==> src/rtl/scsi_regs_pkg.sv <==
package scsi_regs_pkg;

    typedef enum logic [1:0] {
        OP_IDLE  = 2'd0,
        OP_SEND  = 2'd1,
        OP_TRECV = 2'd2,
        OP_IRECV = 2'd3
    } dma_op_t;

    localparam logic [2:0] A_DATA   = 3'd0;
    localparam logic [2:0] A_ICMD   = 3'd1;
    localparam logic [2:0] A_MODE   = 3'd2;
    localparam logic [2:0] A_TCMD   = 3'd3;
    localparam logic [2:0] A_CTRL   = 3'd4;
    localparam logic [2:0] A_STAT   = 3'd5;
    localparam logic [2:0] A_INDATA = 3'd6;
    localparam logic [2:0] A_CLEAR  = 3'd7;

    localparam int MODE_DMA_BIT    = 1;
    localparam int MODE_TARGET_BIT = 6;
    localparam logic [7:0] ICMD_KEEP_MASK = 8'h9F;

    typedef struct packed {
        logic rst;
        logic bsy;
        logic req;
        logic msg;
        logic cd;
        logic io;
        logic sel;
        logic par;
        logic atn;
        logic ack;
    } scsi_lines_t;

    typedef struct packed {
        logic wr;
        logic rd;
        logic [2:0] addr;
        logic [7:0] wdata;
    } host_acc_t;

    function automatic logic phase_equal(input scsi_lines_t ln, input logic [2:0] tphase);
        return {ln.msg, ln.cd, ln.io} == tphase;
    endfunction

    function automatic logic [7:0] ctrl_snapshot(input scsi_lines_t ln);
        return {ln.rst, ln.bsy, ln.req, ln.msg, ln.cd, ln.io, ln.sel, ln.par};
    endfunction

endpackage

==> src/rtl/scsi_drive_ctl.sv <==
module scsi_drive_ctl
    import scsi_regs_pkg::*;
(
    input  logic       clk,
    input  logic       rst,
    input  host_acc_t  acc,
    output logic [7:0] icmd_q,
    output logic [7:0] mode_q,
    output logic [7:0] tcmd_q,
    output logic [7:0] dout_q,
    output logic       o_rst,
    output logic       o_ack_cmd,
    output logic       o_bsy,
    output logic       o_sel,
    output logic       o_atn,
    output logic       o_req,
    output logic       o_msg,
    output logic       o_cd,
    output logic       o_io
);
    always_ff @(posedge clk) begin
        if (rst) begin
            icmd_q <= '0;
            mode_q <= '0;
            tcmd_q <= '0;
            dout_q <= '0;
        end else if (acc.wr) begin
            case (acc.addr)
                A_DATA: dout_q <= acc.wdata;
                A_ICMD: icmd_q <= acc.wdata & ICMD_KEEP_MASK;
                A_MODE: mode_q <= acc.wdata;
                A_TCMD: tcmd_q <= acc.wdata;
                default: ;
            endcase
        end
    end

    always_comb begin
        o_rst     = icmd_q[7];
        o_ack_cmd = icmd_q[4];
        o_bsy     = icmd_q[3];
        o_sel     = icmd_q[2];
        o_atn     = icmd_q[1];
        o_req     = tcmd_q[3];
        o_msg     = tcmd_q[2];
        o_cd      = tcmd_q[1];
        o_io      = tcmd_q[0];
    end

    assert_icmd_bsy_R2: assert property (@(posedge clk) disable iff (rst)
        (acc.wr && acc.addr == A_ICMD) |=> (o_bsy == $past(acc.wdata[3])));
    assert_tcmd_req_R3: assert property (@(posedge clk) disable iff (rst)
        (acc.wr && acc.addr == A_TCMD) |=> (o_req == $past(acc.wdata[3])));
endmodule

==> src/rtl/scsi_dma_engine.sv <==
module scsi_dma_engine
    import scsi_regs_pkg::*;
#(
    parameter int EOP_CYCLES = 5
) (
    input  logic      clk,
    input  logic      rst,
    input  host_acc_t acc,
    input  logic      dma_mode,
    input  logic      bus_req,
    input  logic      eop,
    input  logic      dack,
    input  logic      hrd,
    input  logic      hwr,
    output logic      req_q,
    output logic      ack_q,
    output logic      eod_q
);
    localparam int CW = $clog2(EOP_CYCLES + 1);
    localparam logic [CW-1:0] LAST = CW'(EOP_CYCLES - 1);

    dma_op_t       op_q;
    logic [CW-1:0] cnt_q;
    logic          complete, mode_clear, eod_cond, want_req;

    always_comb begin
        complete = req_q && acc.addr == A_DATA &&
                   ((acc.wr && op_q == OP_SEND) || (acc.rd && op_q == OP_IRECV));
        mode_clear = acc.wr && acc.addr == A_MODE && !acc.wdata[MODE_DMA_BIT];
        eod_cond   = eop && dack && (hrd || hwr);
        want_req   = dma_mode && op_q != OP_IDLE && bus_req && !ack_q && !req_q;
    end

    always_ff @(posedge clk) begin
        if (rst) begin
            op_q <= OP_IDLE;
        end else if (mode_clear) begin
            op_q <= OP_IDLE;
        end else if (acc.wr) begin
            case (acc.addr)
                A_STAT:   op_q <= OP_SEND;
                A_INDATA: op_q <= OP_TRECV;
                A_CLEAR:  op_q <= OP_IRECV;
                default: ;
            endcase
        end
    end

    always_ff @(posedge clk) begin
        if (rst) begin
            req_q <= 1'b0;
            ack_q <= 1'b0;
        end else begin
            if (complete) begin
                req_q <= 1'b0;
                ack_q <= 1'b1;
            end else if (ack_q && !bus_req) begin
                ack_q <= 1'b0;
            end else if (want_req) begin
                req_q <= 1'b1;
            end
            if (mode_clear) req_q <= 1'b0;
        end
    end

    always_ff @(posedge clk) begin
        if (rst) begin
            cnt_q <= '0;
            eod_q <= 1'b0;
        end else begin
            if (!eod_cond) begin
                cnt_q <= '0;
            end else if (cnt_q != LAST) begin
                cnt_q <= cnt_q + 1'b1;
            end
            if (mode_clear) begin
                eod_q <= 1'b0;
            end else if (eod_cond && cnt_q == LAST) begin
                eod_q <= 1'b1;
            end
        end
    end

    assert_req_done_R9: assert property (@(posedge clk) disable iff (rst)
        (req_q && acc.wr && acc.addr == A_DATA && op_q == OP_SEND) |=> (!req_q && ack_q));
    assert_ack_release_R9: assert property (@(posedge clk) disable iff (rst)
        (ack_q && !bus_req && !req_q) |=> !ack_q);
    assert_eod_clear_R11: assert property (@(posedge clk) disable iff (rst)
        mode_clear |=> (!eod_q && !req_q));
    assert_eod_needs_cond_R11: assert property (@(posedge clk) disable iff (rst)
        $rose(eod_q) |-> $past(eod_cond));
endmodule

==> src/rtl/scsi_irq_unit.sv <==
module scsi_irq_unit
    import scsi_regs_pkg::*;
(
    input  logic        clk,
    input  logic        rst,
    input  host_acc_t   acc,
    input  logic [7:0]  mode,
    input  logic [2:0]  tphase,
    input  scsi_lines_t lines,
    output logic        match,
    output logic        irq_q
);
    logic req_prev_q, req_rise, set_irq, clr_irq;

    always_comb begin
        match    = phase_equal(lines, tphase);
        req_rise = lines.req && !req_prev_q;
        set_irq  = mode[MODE_DMA_BIT] && !mode[MODE_TARGET_BIT] && req_rise && !match;
        clr_irq  = acc.rd && acc.addr == A_CLEAR;
    end

    always_ff @(posedge clk) begin
        if (rst) begin
            req_prev_q <= 1'b0;
            irq_q      <= 1'b0;
        end else begin
            req_prev_q <= lines.req;
            if (set_irq)      irq_q <= 1'b1;
            else if (clr_irq) irq_q <= 1'b0;
        end
    end

    assert_irq_hold_R12: assert property (@(posedge clk) disable iff (rst)
        (irq_q && !clr_irq) |=> irq_q);
    assert_irq_clear_R13: assert property (@(posedge clk) disable iff (rst)
        (clr_irq && !(lines.req && !req_prev_q)) |=> !irq_q);
    assert_irq_cause_R12: assert property (@(posedge clk) disable iff (rst)
        $rose(irq_q) |-> $past(mode[MODE_DMA_BIT] && lines.req));
endmodule

==> src/rtl/scsi_ctrl_regs.sv <==
module scsi_ctrl_regs
    import scsi_regs_pkg::*;
#(
    parameter int EOP_CYCLES = 5
) (
    input  logic       clk,
    input  logic       rst,
    input  logic [2:0] reg_addr,
    input  logic       reg_wr,
    input  logic       reg_rd,
    input  logic [7:0] reg_wdata,
    output logic [7:0] reg_rdata,
    input  logic       arb_active,
    input  logic       arb_lost,
    input  logic [7:0] bus_data_in,
    input  logic       bus_rst_in,
    input  logic       bus_bsy_in,
    input  logic       bus_req_in,
    input  logic       bus_msg_in,
    input  logic       bus_cd_in,
    input  logic       bus_io_in,
    input  logic       bus_sel_in,
    input  logic       bus_par_in,
    input  logic       bus_atn_in,
    input  logic       bus_ack_in,
    output logic [7:0] bus_data_out,
    output logic       drv_rst,
    output logic       drv_ack,
    output logic       drv_bsy,
    output logic       drv_sel,
    output logic       drv_atn,
    output logic       drv_req,
    output logic       drv_msg,
    output logic       drv_cd,
    output logic       drv_io,
    input  logic       dma_eop,
    input  logic       dma_dack,
    input  logic       dma_rd,
    input  logic       dma_wr,
    output logic       dma_req,
    output logic       irq
);
    host_acc_t   acc;
    scsi_lines_t lines;
    logic [7:0]  icmd, mode, tcmd;
    logic        ack_cmd, ack_dma, eod, match;

    always_comb begin
        acc   = '{wr: reg_wr, rd: reg_rd, addr: reg_addr, wdata: reg_wdata};
        lines = '{rst: bus_rst_in, bsy: bus_bsy_in, req: bus_req_in, msg: bus_msg_in,
                  cd: bus_cd_in, io: bus_io_in, sel: bus_sel_in, par: bus_par_in,
                  atn: bus_atn_in, ack: bus_ack_in};
    end

    scsi_drive_ctl u_drive (
        .clk(clk), .rst(rst), .acc(acc),
        .icmd_q(icmd), .mode_q(mode), .tcmd_q(tcmd), .dout_q(bus_data_out),
        .o_rst(drv_rst), .o_ack_cmd(ack_cmd), .o_bsy(drv_bsy), .o_sel(drv_sel),
        .o_atn(drv_atn), .o_req(drv_req), .o_msg(drv_msg), .o_cd(drv_cd), .o_io(drv_io)
    );

    scsi_dma_engine #(.EOP_CYCLES(EOP_CYCLES)) u_dma (
        .clk(clk), .rst(rst), .acc(acc), .dma_mode(mode[MODE_DMA_BIT]),
        .bus_req(bus_req_in), .eop(dma_eop), .dack(dma_dack), .hrd(dma_rd), .hwr(dma_wr),
        .req_q(dma_req), .ack_q(ack_dma), .eod_q(eod)
    );

    scsi_irq_unit u_irq (
        .clk(clk), .rst(rst), .acc(acc), .mode(mode), .tphase(tcmd[2:0]),
        .lines(lines), .match(match), .irq_q(irq)
    );

    assign drv_ack = ack_cmd | ack_dma;

    always_comb begin
        case (reg_addr)
            A_DATA:   reg_rdata = bus_data_in;
            A_ICMD:   reg_rdata = (icmd & ICMD_KEEP_MASK) | {1'b0, arb_active, arb_lost, 5'b0};
            A_MODE:   reg_rdata = mode;
            A_TCMD:   reg_rdata = tcmd;
            A_CTRL:   reg_rdata = ctrl_snapshot(lines);
            A_STAT:   reg_rdata = {eod, dma_req, 1'b0, irq, match, 1'b0, lines.atn, lines.ack};
            A_INDATA: reg_rdata = bus_data_in;
            default:  reg_rdata = 8'h00;
        endcase
    end

    assert_reset_clear_R1: assert property (@(posedge clk)
        rst |=> (!irq && !dma_req && !drv_bsy && !drv_req && bus_data_out == 8'h00));
    assert_ack_follows_R9: assert property (@(posedge clk) disable iff (rst)
        ($fell(dma_req) && $past(reg_wr && reg_addr == A_DATA)) |-> drv_ack);
endmodule

==> config.mk <==
export PLATFORM = sky130hd
export DESIGN_NAME = scsi_ctrl_regs
export DESIGN_NICKNAME = d
export VERILOG_FILES = /design/src/rtl/scsi_regs_pkg.sv /design/src/rtl/scsi_drive_ctl.sv /design/src/rtl/scsi_dma_engine.sv /design/src/rtl/scsi_irq_unit.sv /design/src/rtl/scsi_ctrl_regs.sv
export SDC_FILE = /design/constraint.sdc
export NUM_CORES = 1
export LEC_CHECK = 0
export BUFFER_PORTS_ARGS = -buffer_cell sky130_fd_sc_hd__buf_2
export CAP_MARGIN = 25
export CORE_ASPECT_RATIO = 1.75
export CORE_MARGIN = 1.5
export CORE_UTILIZATION = 30
export CTS_BUF_LIST = sky130_fd_sc_hd__clkbuf_16
export CTS_CLUSTER_SIZE = 10
export DETAILED_ROUTE_END_ITERATION = 16
export PLACE_DENSITY_LB_ADDON = 0.1
export SLEW_MARGIN = 10
export SYNTH_ARGS = -nofsm -noshare
export SYNTH_HDL_FRONTEND = slang
export SYNTH_SLANG_ARGS = --single-unit
==> constraint.sdc <==
create_clock -name clk -period 2.8 [get_ports clk]
set_input_delay 0.14 -clock clk [delete_from_list [all_inputs] [get_ports clk]]
set_output_delay 0.14 -clock clk [all_outputs]
set_load 0.01 [all_outputs]
==> results.sh, run 1 <==
export IMPL_status="finished clean"
export IMPL_p_per_area_nw_per_um2=543.1
export IMPL_core_area_um2=6807
export IMPL_fin_area_um2=2596
export IMPL_cts_hold_buf=0
export IMPL_ant_nets=0
export IMPL_initial_utilization_pct=30.59
export IMPL_via_per_inst=5.161
export IMPL_syn2layout_area_growth_pct=24.70
export IMPL_crit_slowest_cell="buf_2"
export IMPL_avgSynthCellArea_um2=8.675
export IMPL_peakVddDrop_uv=285.0
export IMPL_p_leak_uw=0.001057
export IMPL_worstMarginPinSlew_ns=0.7553
export IMPL_pwr_share_comb_pct=12.6
export IMPL_tns_ns=0
export IMPL_die_w_um=65.98
export IMPL_yosysTopAreaCell="dfxtp_1"
export IMPL_worst_ep_required_time_ns=2.66
export IMPL_max_slew_margin_rel_pct=49.51
export IMPL_synth_cell_types=42
export IMPL_fp_dieH_um=113.2
export IMPL_crit_start="reg_addr[2]"
export IMPL_fmax_ghz=0.5722
export IMPL_io_pins=66
export IMPL_drv_slew=0
export IMPL_r2r_slack_ns=1.58
export IMPL_critical_path_most_common_cell="buf_2"
export IMPL_maxCapViolations=0
export IMPL_syn_area_um2=2082
export IMPL_cts_buffer_depth=2
export IMPL_p_seq_share_pct=41.9
export IMPL_synthFlopType="dfxtp_1"
export IMPL_grt_pass1_vias=1904
export IMPL_first_iter_violations=105
export IMPL_finalCritPeriodShare_pct=62.41
export IMPL_synthCells=240
export IMPL_num_rows=40
export IMPL_skew_ns=0.002884
export IMPL_grt_max_degree=38
export IMPL_rsz0062_at_grt="no"
export IMPL_place_gp_congestion=0.7678
export IMPL_cts_reportedPaths_clkPinSlew_ns=0.06
export IMPL_drc=0
export IMPL_cp_max_fo=36
export IMPL_hold_viol_final=0
export IMPL_grt_overflow_total=0
export IMPL_die_area_um2=7469
export IMPL_startpoint_type="input pin"
export IMPL_p_switching_uw=339.6
export IMPL_diodes=0
export IMPL_clk_latency_ns=0.28
export IMPL_drt_pass1_iter_count=5
export IMPL_hold_class="in2reg"
export IMPL_post_cts_resized=0
export IMPL_vias=1961
export IMPL_intPower_uw=1070
export IMPL_synth_area_top_cells="dfxtp_1 (38%), mux2i_1 (7.7%), nand2_1 (6.7%)"
export IMPL_htree_num_levels=2
export IMPL_worstHoldStart="reg_wdata[5]"
export IMPL_cts_root_buf="clkbuf_16"
export IMPL_period_needed_ns=1.747
export IMPL_finalNetCount=336
export IMPL_cts_tree="done"
export IMPL_dpl_hpwl_um=4791
export IMPL_end_kind="output port"
export IMPL_swShare_pct=24.09
export IMPL_synth_ff_latch_count=40
export IMPL_synth_nets=281
export IMPL_setup_violations_final=0
export IMPL_synth_most_common_cell="dfxtp_1"
export IMPL_numPortBuffers=65
export IMPL_cpPeakStageDelay_ns=0.52
export IMPL_drive_above_1_share_pct=30.07
export IMPL_rr_startpoint="u_dma.op_q[1]$_SDFFE_PP0P_"
export IMPL_place_area_um2=2434
export IMPL_synth_edff_count=0
export IMPL_path_cells="buf_2 -> nor2b_1 -> a22oi_1 -> o211ai_1 -> buf_2"
export IMPL_grt_use_total_pct=18.03
export IMPL_wl_um=6540
export IMPL_yosysWarnings=0
export IMPL_wire_per_inst_um=17.21
export IMPL_post_cts_setup_buffer_count=0
export IMPL_crit_type="in2out"
export IMPL_arrival_ns=1.61
export IMPL_cts_buffers=5
export IMPL_synth_seq_area_share_pct=38.46
export IMPL_synth_top_cells_by_count="dfxtp_1 (40), nand2_1 (37), a21oi_1 (20), nor2_1 (18), mux2i_1 (16)"
export IMPL_synthArstFlopShare_pct=0
export IMPL_antenna_found_initial=0
export IMPL_grt_pass1_wl_um=10250
export IMPL_synth_top_area_share_pct=38.46
export IMPL_clkPwrFrac_pct=45.5
export IMPL_clock_sinks=40
==> critical path: cells and delay by family <==
kind / cells / cell delay (ns)
AO/OA/AOI/OAI: 2 / 0.36
buffers and inverters: 2 / 0.69
AND/OR/NAND/NOR: 1 / 0.40
==> metrics by stage <==
step / hold WS, ns / std cells / utilization (%) / power, uW / setup WS, ns
after detailed placement: 0.4266 / 372 / 35.75 / 782.7 / 1.022
final: 0.1294 / 380 / 38.14 / 1410 / 1.053
after floorplan: 0.2682 / 240 / - / 707.9 / 1.488
after global routing: 0.1472 / 380 / 38.14 / 1464 / 0.9182
after global placement: 0.4222 / 372 / 35.75 / 781.5 / 1.083
after CTS: 0.1312 / 380 / 38.14 / 1423 / 1.038
==> worst paths after layout <==
check,end,cells after the start
setup / recovery,reg_rdata[7],5
hold / removal,u_drive.tcmd_q[5]$_SDFFE_PP0P_,3
setup reg to reg,u_dma.req_q$_SDFFE_PP0P_,3
hold reg to reg,u_drive.tcmd_q[7]$_SDFFE_PP0P_,2
==> power by group through the flow <==
stage | combinational, uW | clock (uW) | sequential (uW)
finish | 178 | 641 | 591
global route | 196 | 676 | 592
CTS | 179 | 652 | 591
detailed placement | 179 | 0 | 604
global placement | 178 | 0 | 604
floorplan | 105 | 0 | 603
==> logic make-up after synthesis <==
logic type               Yosys count  synth area share [%]
buffers and inverters             23                 5.529
flip-flops                        40                 38.46
multiplexers                      27                 13.64
XOR/XNOR                           5                 2.104
adder cells (fa/ha/maj)            2                 1.202
AND/OR/NAND/NOR                   92                 22.84
AO/OA/AOI/OAI                     51                 16.23
==> layer usage <==
layer,vias up,track usage [%],routed length (um)
met5,-,0,0
met4,0,5.714,93
met3,7,2.485,284
met2,61,31.04,3378
met1,929,22.87,2784
li1,964,-,-
==> layout make-up <==
| type | count | area, um2 |
|---|---|---|
| repair buffers | 67 | 340.3 |
| inverters | 4 | 15.01 |
| multi-input cells | 177 | 1172 |
| well taps | 84 | 105.1 |
| clock buffers | 5 | 125.1 |
| fillers | 763 | 4210 |
| flip-flops and latches | 40 | 800.8 |
| clock inverters | 3 | 37.54 |
==> cell usage in the layout, fill, tap and decap left out, types with 2 or more instances in the layout <==
cell / instances
ha_1: 2
a221oi_1: 3
nand2_1: 37
nand3b_1: 7
o21ai_0: 3
mux2_2: 11
nor2b_1: 6
mux2i_1: 16
a21oi_1: 20
o211ai_1: 6
nor3_1: 5
nor2_1: 18
nand3_1: 4
a32oi_1: 4
o22ai_1: 2
dfxtp_1: 40
buf_4: 2
xnor2_1: 2
xor2_1: 3
inv_1: 4
clkbuf_16: 5
nand4b_1: 3
clkinv_1: 2
a22oi_1: 8
buf_2: 65
==> sequential cells by signal (all words and copies together) (netlist names) <==
signal and count:
u_drive.dout_q 8, u_drive.mode_q 8, u_drive.tcmd_q 8, u_drive.icmd_q 6
u_dma.cnt_q 3, u_dma.op_q 2, u_dma.ack_q 1, u_dma.eod_q 1
u_dma.req_q 1, u_irq.irq_q 1, u_irq.req_prev_q 1
Note: power is estimated with default switching activity, not from simulation.
==> run 2, diff against run 1 <==
--- a/config.mk
+++ b/config.mk
@@ -5,6 +5,7 @@
 export SDC_FILE = /design/constraint.sdc
 export NUM_CORES = 1
 export LEC_CHECK = 0
+export ABC_AREA = 1
 export BUFFER_PORTS_ARGS = -buffer_cell sky130_fd_sc_hd__buf_2
 export CAP_MARGIN = 25
 export CORE_ASPECT_RATIO = 1.75
==> constraint.sdc (replaced) <==
create_clock -name clk -period 1.83 [get_ports clk]
set_input_delay 0.0915 -clock clk [delete_from_list [all_inputs] [get_ports clk]]
set_output_delay 0.0915 -clock clk [all_outputs]
set_load 0.01 [all_outputs]
==> results.sh, run 2 <==
export IMPL_via_per_inst=4.596
export IMPL_rr_startpoint="u_dma.cnt_q[0]$_SDFFE_PP0N_"
export IMPL_synth_top_cells_by_count="nand2_1 (72), nor2_1 (46), dfxtp_1 (40), a21oi_1 (31), inv_1 (27)"
export IMPL_io_pins=66
export IMPL_synth_edff_count=0
export IMPL_clock_sinks=40
export IMPL_period_needed_ns=1.496
export IMPL_wire_per_inst_um=13.66
export IMPL_hold_class="in2reg"
export IMPL_clkPwrFrac_pct=46.1
export IMPL_syn2layout_area_growth_pct=28.22
export IMPL_die_area_um2=7062
export IMPL_core_area_um2=6276
export IMPL_place_gp_congestion=0.8199
export IMPL_cp_max_fo=8
export IMPL_vias=2027
export IMPL_drive_above_1_share_pct=23.55
export IMPL_avgSynthCellArea_um2=6.682
export IMPL_synth_nets=335
export IMPL_synth_ff_latch_count=40
export IMPL_drc=0
export IMPL_drt_pass1_iter_count=4
export IMPL_p_per_area_nw_per_um2=853.0
export IMPL_fp_dieH_um=110.0
export IMPL_grt_max_degree=20
export IMPL_syn_area_um2=1964
export IMPL_swShare_pct=24.24
export IMPL_tns_ns=0
export IMPL_finalNetCount=401
export IMPL_grt_use_total_pct=17.65
export IMPL_status="finished clean"
export IMPL_arrival_ns=1.40
export IMPL_critical_path_most_common_cell="buf_2"
export IMPL_worstHoldStart="bus_req_in"
export IMPL_grt_overflow_total=0
export IMPL_pwr_share_comb_pct=11.5
export IMPL_p_seq_share_pct=42.3
export IMPL_peakVddDrop_uv=601.7
export IMPL_grt_pass1_vias=1887
export IMPL_finalCritPeriodShare_pct=81.76
export IMPL_rsz0062_at_grt="no"
export IMPL_antenna_found_initial=0
export IMPL_max_slew_margin_rel_pct=47.83
export IMPL_fin_area_um2=2519
export IMPL_synthFlopType="dfxtp_1"
export IMPL_crit_type="in2out"
export IMPL_skew_ns=0.001475
export IMPL_grt_pass1_wl_um=9342
export IMPL_ant_nets=0
export IMPL_synthArstFlopShare_pct=0
export IMPL_worst_ep_required_time_ns=1.74
export IMPL_cts_root_buf="clkbuf_16"
export IMPL_final_cell_mix="nand2_1 (72), buf_2 (65), nor2_1 (46), dfxtp_1 (40), a21oi_1 (31)"
export IMPL_synth_cell_types=23
export IMPL_synthCells=294
export IMPL_post_cts_resized=0
export IMPL_synth_top_area_share_pct=40.76
export IMPL_clk_latency_ns=0.28
export IMPL_synth_most_common_cell="nand2_1"
export IMPL_dpl_hpwl_um=4695
export IMPL_worstMarginPinSlew_ns=0.7773
export IMPL_cpPeakStageDelay_ns=0.63
export IMPL_end_kind="output port"
export IMPL_num_rows=38
export IMPL_cts_hold_buf=0
export IMPL_synth_seq_area_share_pct=40.76
export IMPL_cts_tree="done"
export IMPL_cts_buffer_depth=2
export IMPL_diodes=0
export IMPL_p_switching_uw=520.8
export IMPL_intPower_uw=1628
export IMPL_r2r_end="u_dma.cnt_q[0]$_SDFFE_PP0N_"
export IMPL_drv_slew=0
export IMPL_numPortBuffers=65
export IMPL_yosysTopAreaCell="dfxtp_1"
export IMPL_largestRegisters="u_drive.dout_q: 8 flops, u_drive.mode_q: 8 flops, u_drive.tcmd_q: 8 flops"
export IMPL_htree_num_levels=2
export IMPL_place_area_um2=2351
export IMPL_wl_um=6023
export IMPL_cts_buffers=5
export IMPL_yosysWarnings=0
export IMPL_setup_violations_final=0
export IMPL_hold_viol_final=0
export IMPL_post_cts_setup_buffer_count=0
export IMPL_path_cells="buf_2 -> inv_2 -> o21ai_1 -> a21oi_1 -> nand2_1 -> buf_2"
export IMPL_synth_area_top_cells="dfxtp_1 (41%), nand2_1 (14%), nor2_1 (8.8%)"
export IMPL_first_iter_violations=79
export IMPL_fmax_ghz=0.6684
export IMPL_crit_slowest_cell="o21ai_1"
export IMPL_cts_reportedPaths_clkPinSlew_ns=0.06
export IMPL_p_leak_uw=0.001189
export IMPL_min_path_cells=3
export IMPL_maxCapViolations=0
export IMPL_initial_utilization_pct=31.30
export IMPL_startpoint_type="input pin"
export IMPL_die_w_um=64.17
export IMPL_r2r_slack_ns=0.74
export IMPL_min_to="u_irq.req_prev_q$_SDFF_PP0_"
export IMPL_layout_commonest_cell="nand2_1"
export IMPL_reg2reg_depth=5
run 2: final cells by class:
cell class | instances | area, um2
Sequential cell | 40 | 800.8
Multi-Input combinational cell | 216 | 1001
Timing Repair Buffer | 66 | 332.8
Inverter | 31 | 116.4
Clock inverter | 3 | 42.54
Clock buffer | 5 | 125.1
Fill cell | 720 | 3757
Tap cell | 80 | 100.1
run 2: worst max-delay path by stage:
stage / start / endpoint / slack [ns] / cells past startpoint
floorplan: reg_addr[0] / reg_rdata[7] / 0.80 / 6
global placement: reg_addr[0] / reg_rdata[4] / 0.35 / 7
detailed placement: reg_addr[2] / reg_rdata[7] / 0.29 / 6
CTS: reg_addr[2] / reg_rdata[7] / 0.29 / 6
global route: reg_addr[0] / reg_rdata[7] / 0.16 / 7
finish: reg_addr[2] / reg_rdata[6] / 0.33 / 6
run 2: critical path, delay by kind of cell:
| family | cells | cell delay, ns |
|---|---|---|
| buffers and inverters | 3 | 0.43 |
| AOI/OAI and AO/OA | 2 | 0.79 |
| and+or+nand+nor | 1 | 0.09 |
run 2: power groups by stage:
stage / registers, uW / logic (uW) / clock network [uW]
floorplan: 931 / 136 / 0
global placement: 929 / 249 / 0
detailed placement: 929 / 250 / 0
CTS: 910 / 251 / 1020
global route: 913 / 279 / 1060
finish: 910 / 248 / 991
run 2: cells by family (layout without fill, tap and decap cells):
logic type / count (synthesis) / count (layout) / share of synthesized area, %
buffers and inverters: 38 / 105 / 8.280
AO/OA/AOI/OAI: 56 / 56 / 14.65
AND/OR/NAND/NOR: 155 / 155 / 33.70
XOR/XNOR: 3 / 3 / 1.338
adder cells (fa/ha/maj): 2 / 2 / 1.274
flip-flops: 40 / 40 / 40.76
run 2: through the flow:
stage	power, uW	util, %	hold WS, ns	cells	setup slack (ns)
4_1_cts	2179	40.13	0.05888	441	0.2867
5_1_grt	2249	40.13	0.1082	441	0.1550
3_3_place_gp	1178	37.46	0.3504	433	0.3504
2_1_floorplan	1066	-	0.1606	294	0.7970
6_report	2148	40.13	0.06107	441	0.3338
3_5_place_dp	1180	37.46	0.3518	433	0.2871
run 2: metal layers:
metal | GRT usage (%) | vias up | wire length (um) | part of all wire, %
li1 | - | 1076 | - | -
met1 | 19.04 | 885 | 2437 | 40
met2 | 34.00 | 60 | 3263 | 54
met3 | 3.147 | 6 | 239 | 4.0
met4 | 6.079 | 0 | 82 | 1.4
met5 | 0 | - | 0 | 0
==> run 3, diff against run 2 <==
==> constraint.sdc (replaced) <==
create_clock -name clk -period 1.56 [get_ports clk]
set_input_delay 0.078 -clock clk [delete_from_list [all_inputs] [get_ports clk]]
set_output_delay 0.078 -clock clk [all_outputs]
set_load 0.01 [all_outputs]
==> results.sh, run 3 (synthesis gave the netlist of run 2 again) <==
export IMPL_drc=0
export IMPL_finalNetCount=405
export IMPL_min_path_cells=3
export IMPL_crit_type="reg2out"
export IMPL_critical_path_most_common_cell="nand2_1"
export IMPL_period_needed_ns=1.292
export IMPL_htree_num_levels=2
export IMPL_first_iter_violations=59
export IMPL_wirelength_met1_um=2462
export IMPL_met3WireLength_um=231
export IMPL_initial_utilization_pct=31.30
export IMPL_path_cells="inv_1 -> nand2_1 -> nand2_1 -> nand4_1 -> nand3_1 -> buf_2"
export IMPL_num_rows=38
export IMPL_rsz0062_at_grt="no"
export IMPL_core_area_um2=6276
export IMPL_grt_max_degree=16
export IMPL_fillCellCount=726
export IMPL_maxCapViolations=0
export IMPL_post_cts_setup_buffer_count=0
export IMPL_wl_met2_um=3401
export IMPL_tns_ns=0
export IMPL_r2r_slack_ns=0.50
export IMPL_cts_buffers=5
export IMPL_grt_pass1_vias=1934
export IMPL_arrival_ns=1.21
export IMPL_cpPeakStageDelay_ns=0.39
export IMPL_max_slew_margin_rel_pct=82.21
export IMPL_cts_root_buf="clkbuf_16"
export IMPL_vias=2057
export IMPL_drive_above_1_share_pct=24.38
export IMPL_grt_use_total_pct=18.05
export IMPL_dpl_hpwl_um=4971
export IMPL_status="finished clean"
export IMPL_top_layer_used="met4"
export IMPL_place_area_um2=2381
export IMPL_rr_startpoint="u_dma.cnt_q[0]$_SDFFE_PP0N_"
export IMPL_end_kind="output port"
export IMPL_cts_reportedPaths_clkPinSlew_ns=0.06
export IMPL_io_pins=66
export IMPL_clock_sinks=40
export IMPL_setup_violations_final=0
export IMPL_clk_latency_ns=0.28
export IMPL_p_per_area_nw_per_um2=940.2
export IMPL_cp_max_fo=4
export IMPL_hold_class="in2reg"
export IMPL_syn2layout_area_growth_pct=28.47
export IMPL_r2r_end="u_dma.cnt_q[0]$_SDFFE_PP0N_"
export IMPL_cp_endpoint="reg_rdata[3]"
export IMPL_peakVddDrop_uv=588.6
export IMPL_multiInputGateArea_um2=1001
export IMPL_cts_buffer_depth=2
export IMPL_postLayoutCoreUtil_pct=40.21
export IMPL_worst_ep_required_time_ns=1.48
export IMPL_die_area_um2=7062
export IMPL_crit_start="u_drive.tcmd_q[1]$_SDFFE_PP0P_"
export IMPL_wl_um=6183
export IMPL_drv_slew=0
export IMPL_diodes=0
export IMPL_grt_pass1_wl_um=9563
export IMPL_numPortBuffers=65
export IMPL_post_cts_resized=0
export IMPL_place_gp_congestion=0.8285
export IMPL_grt_overflow_total=0
export IMPL_reg2reg_depth=5
export IMPL_worstMarginPinSlew_ns=0.2663
export IMPL_via_per_inst=4.622
export IMPL_wire_per_inst_um=13.89
export IMPL_drt_pass1_iter_count=4
export IMPL_antenna_found_initial=0
export IMPL_hold_viol_final=0
export IMPL_final_cell_mix="nand2_1 (72), buf_2 (65), nor2_1 (46), dfxtp_1 (40), a21oi_1 (31)"
export IMPL_fin_area_um2=2524
export IMPL_holdWs_ns=0.04353
export IMPL_ant_nets=0
export IMPL_p_leak_uw=0.001199
export IMPL_fp_dieH_um=110.0
export IMPL_crit_slowest_cell="dfxtp_1"
export IMPL_largestRegisters="u_drive.dout_q: 8 flops, u_drive.mode_q: 8 flops, u_drive.tcmd_q: 8 flops"
export IMPL_skew_ns=0.003544
export IMPL_die_w_um=64.17
export IMPL_startpoint_type="flip-flop"
export IMPL_cts_hold_buf=0
export IMPL_seq_area_um2=800.8
export IMPL_cts_tree="done"
export IMPL_finalCritPeriodShare_pct=82.79
export IMPL_layout_commonest_cell="nand2_1"
export IMPL_fmax_ghz=0.7743
run 3: changes by cell type in the layout (fill, tap and decap cells not counted):
cell       before  now
clkinv_4        1    0
inv_6           0    1
bufinv_16       1    0
clkinv_2        0    1
buf_4           1    5
run 3: worst min-delay path by stage:
stage                     startpoint                              to  slack [ns]
after detailed placement  bus_req_in     u_irq.req_prev_q$_SDFF_PP0_        0.34
after global placement    bus_req_in     u_irq.req_prev_q$_SDFF_PP0_        0.34
after floorplan                  rst  u_drive.tcmd_q[2]$_SDFFE_PP0P_        0.15
after CTS                 bus_req_in     u_irq.req_prev_q$_SDFF_PP0_        0.04
after global routing      bus_req_in     u_irq.req_prev_q$_SDFF_PP0_        0.06
final                     bus_req_in     u_irq.req_prev_q$_SDFF_PP0_        0.04
run 3: through the flow:
stage	cells	worst slack [ns]	power [uW]
final	445	0.2684	2373
after global routing	445	0.1653	2489
after CTS	445	0.2311	2399
after detailed placement	437	0.3082	1393
after global placement	437	0.3240	1392
after floorplan	294	0.5540	1251
run 3: where the power goes:
part / switching (uW) / total [uW] / internal [uW]
sequential: 17.8 / 1070 / 1050
clock: 417 / 1010 / 589
combinational: 184 / 298 / 115
run 3: worst max-delay path, delay by kind of cell, from the launching register on:
| kind | cells | cell delay (ns) |
|---|---|---|
| buffers and inverters | 2 | 0.24 |
| DFF | 1 | 0.39 |
| and+or+nand+nor | 4 | 0.30 |
run 3: per-layer routing:
metal	GRT usage, %	up-vias
met5	0	-
met4	6.383	0
li1	-	1085
met2	35.19	46
met1	19.21	921
met3	2.944	5
run 3: final cells by class:
type / count / share of cell area [%]
tap: 80 / 3.966
inverter: 31 / 4.611
sequential: 40 / 31.73
clock inverter: 3 / 0.6941
multi-input combinational: 216 / 39.66
timing repair buffer: 70 / 14.38
clock buffer: 5 / 4.958
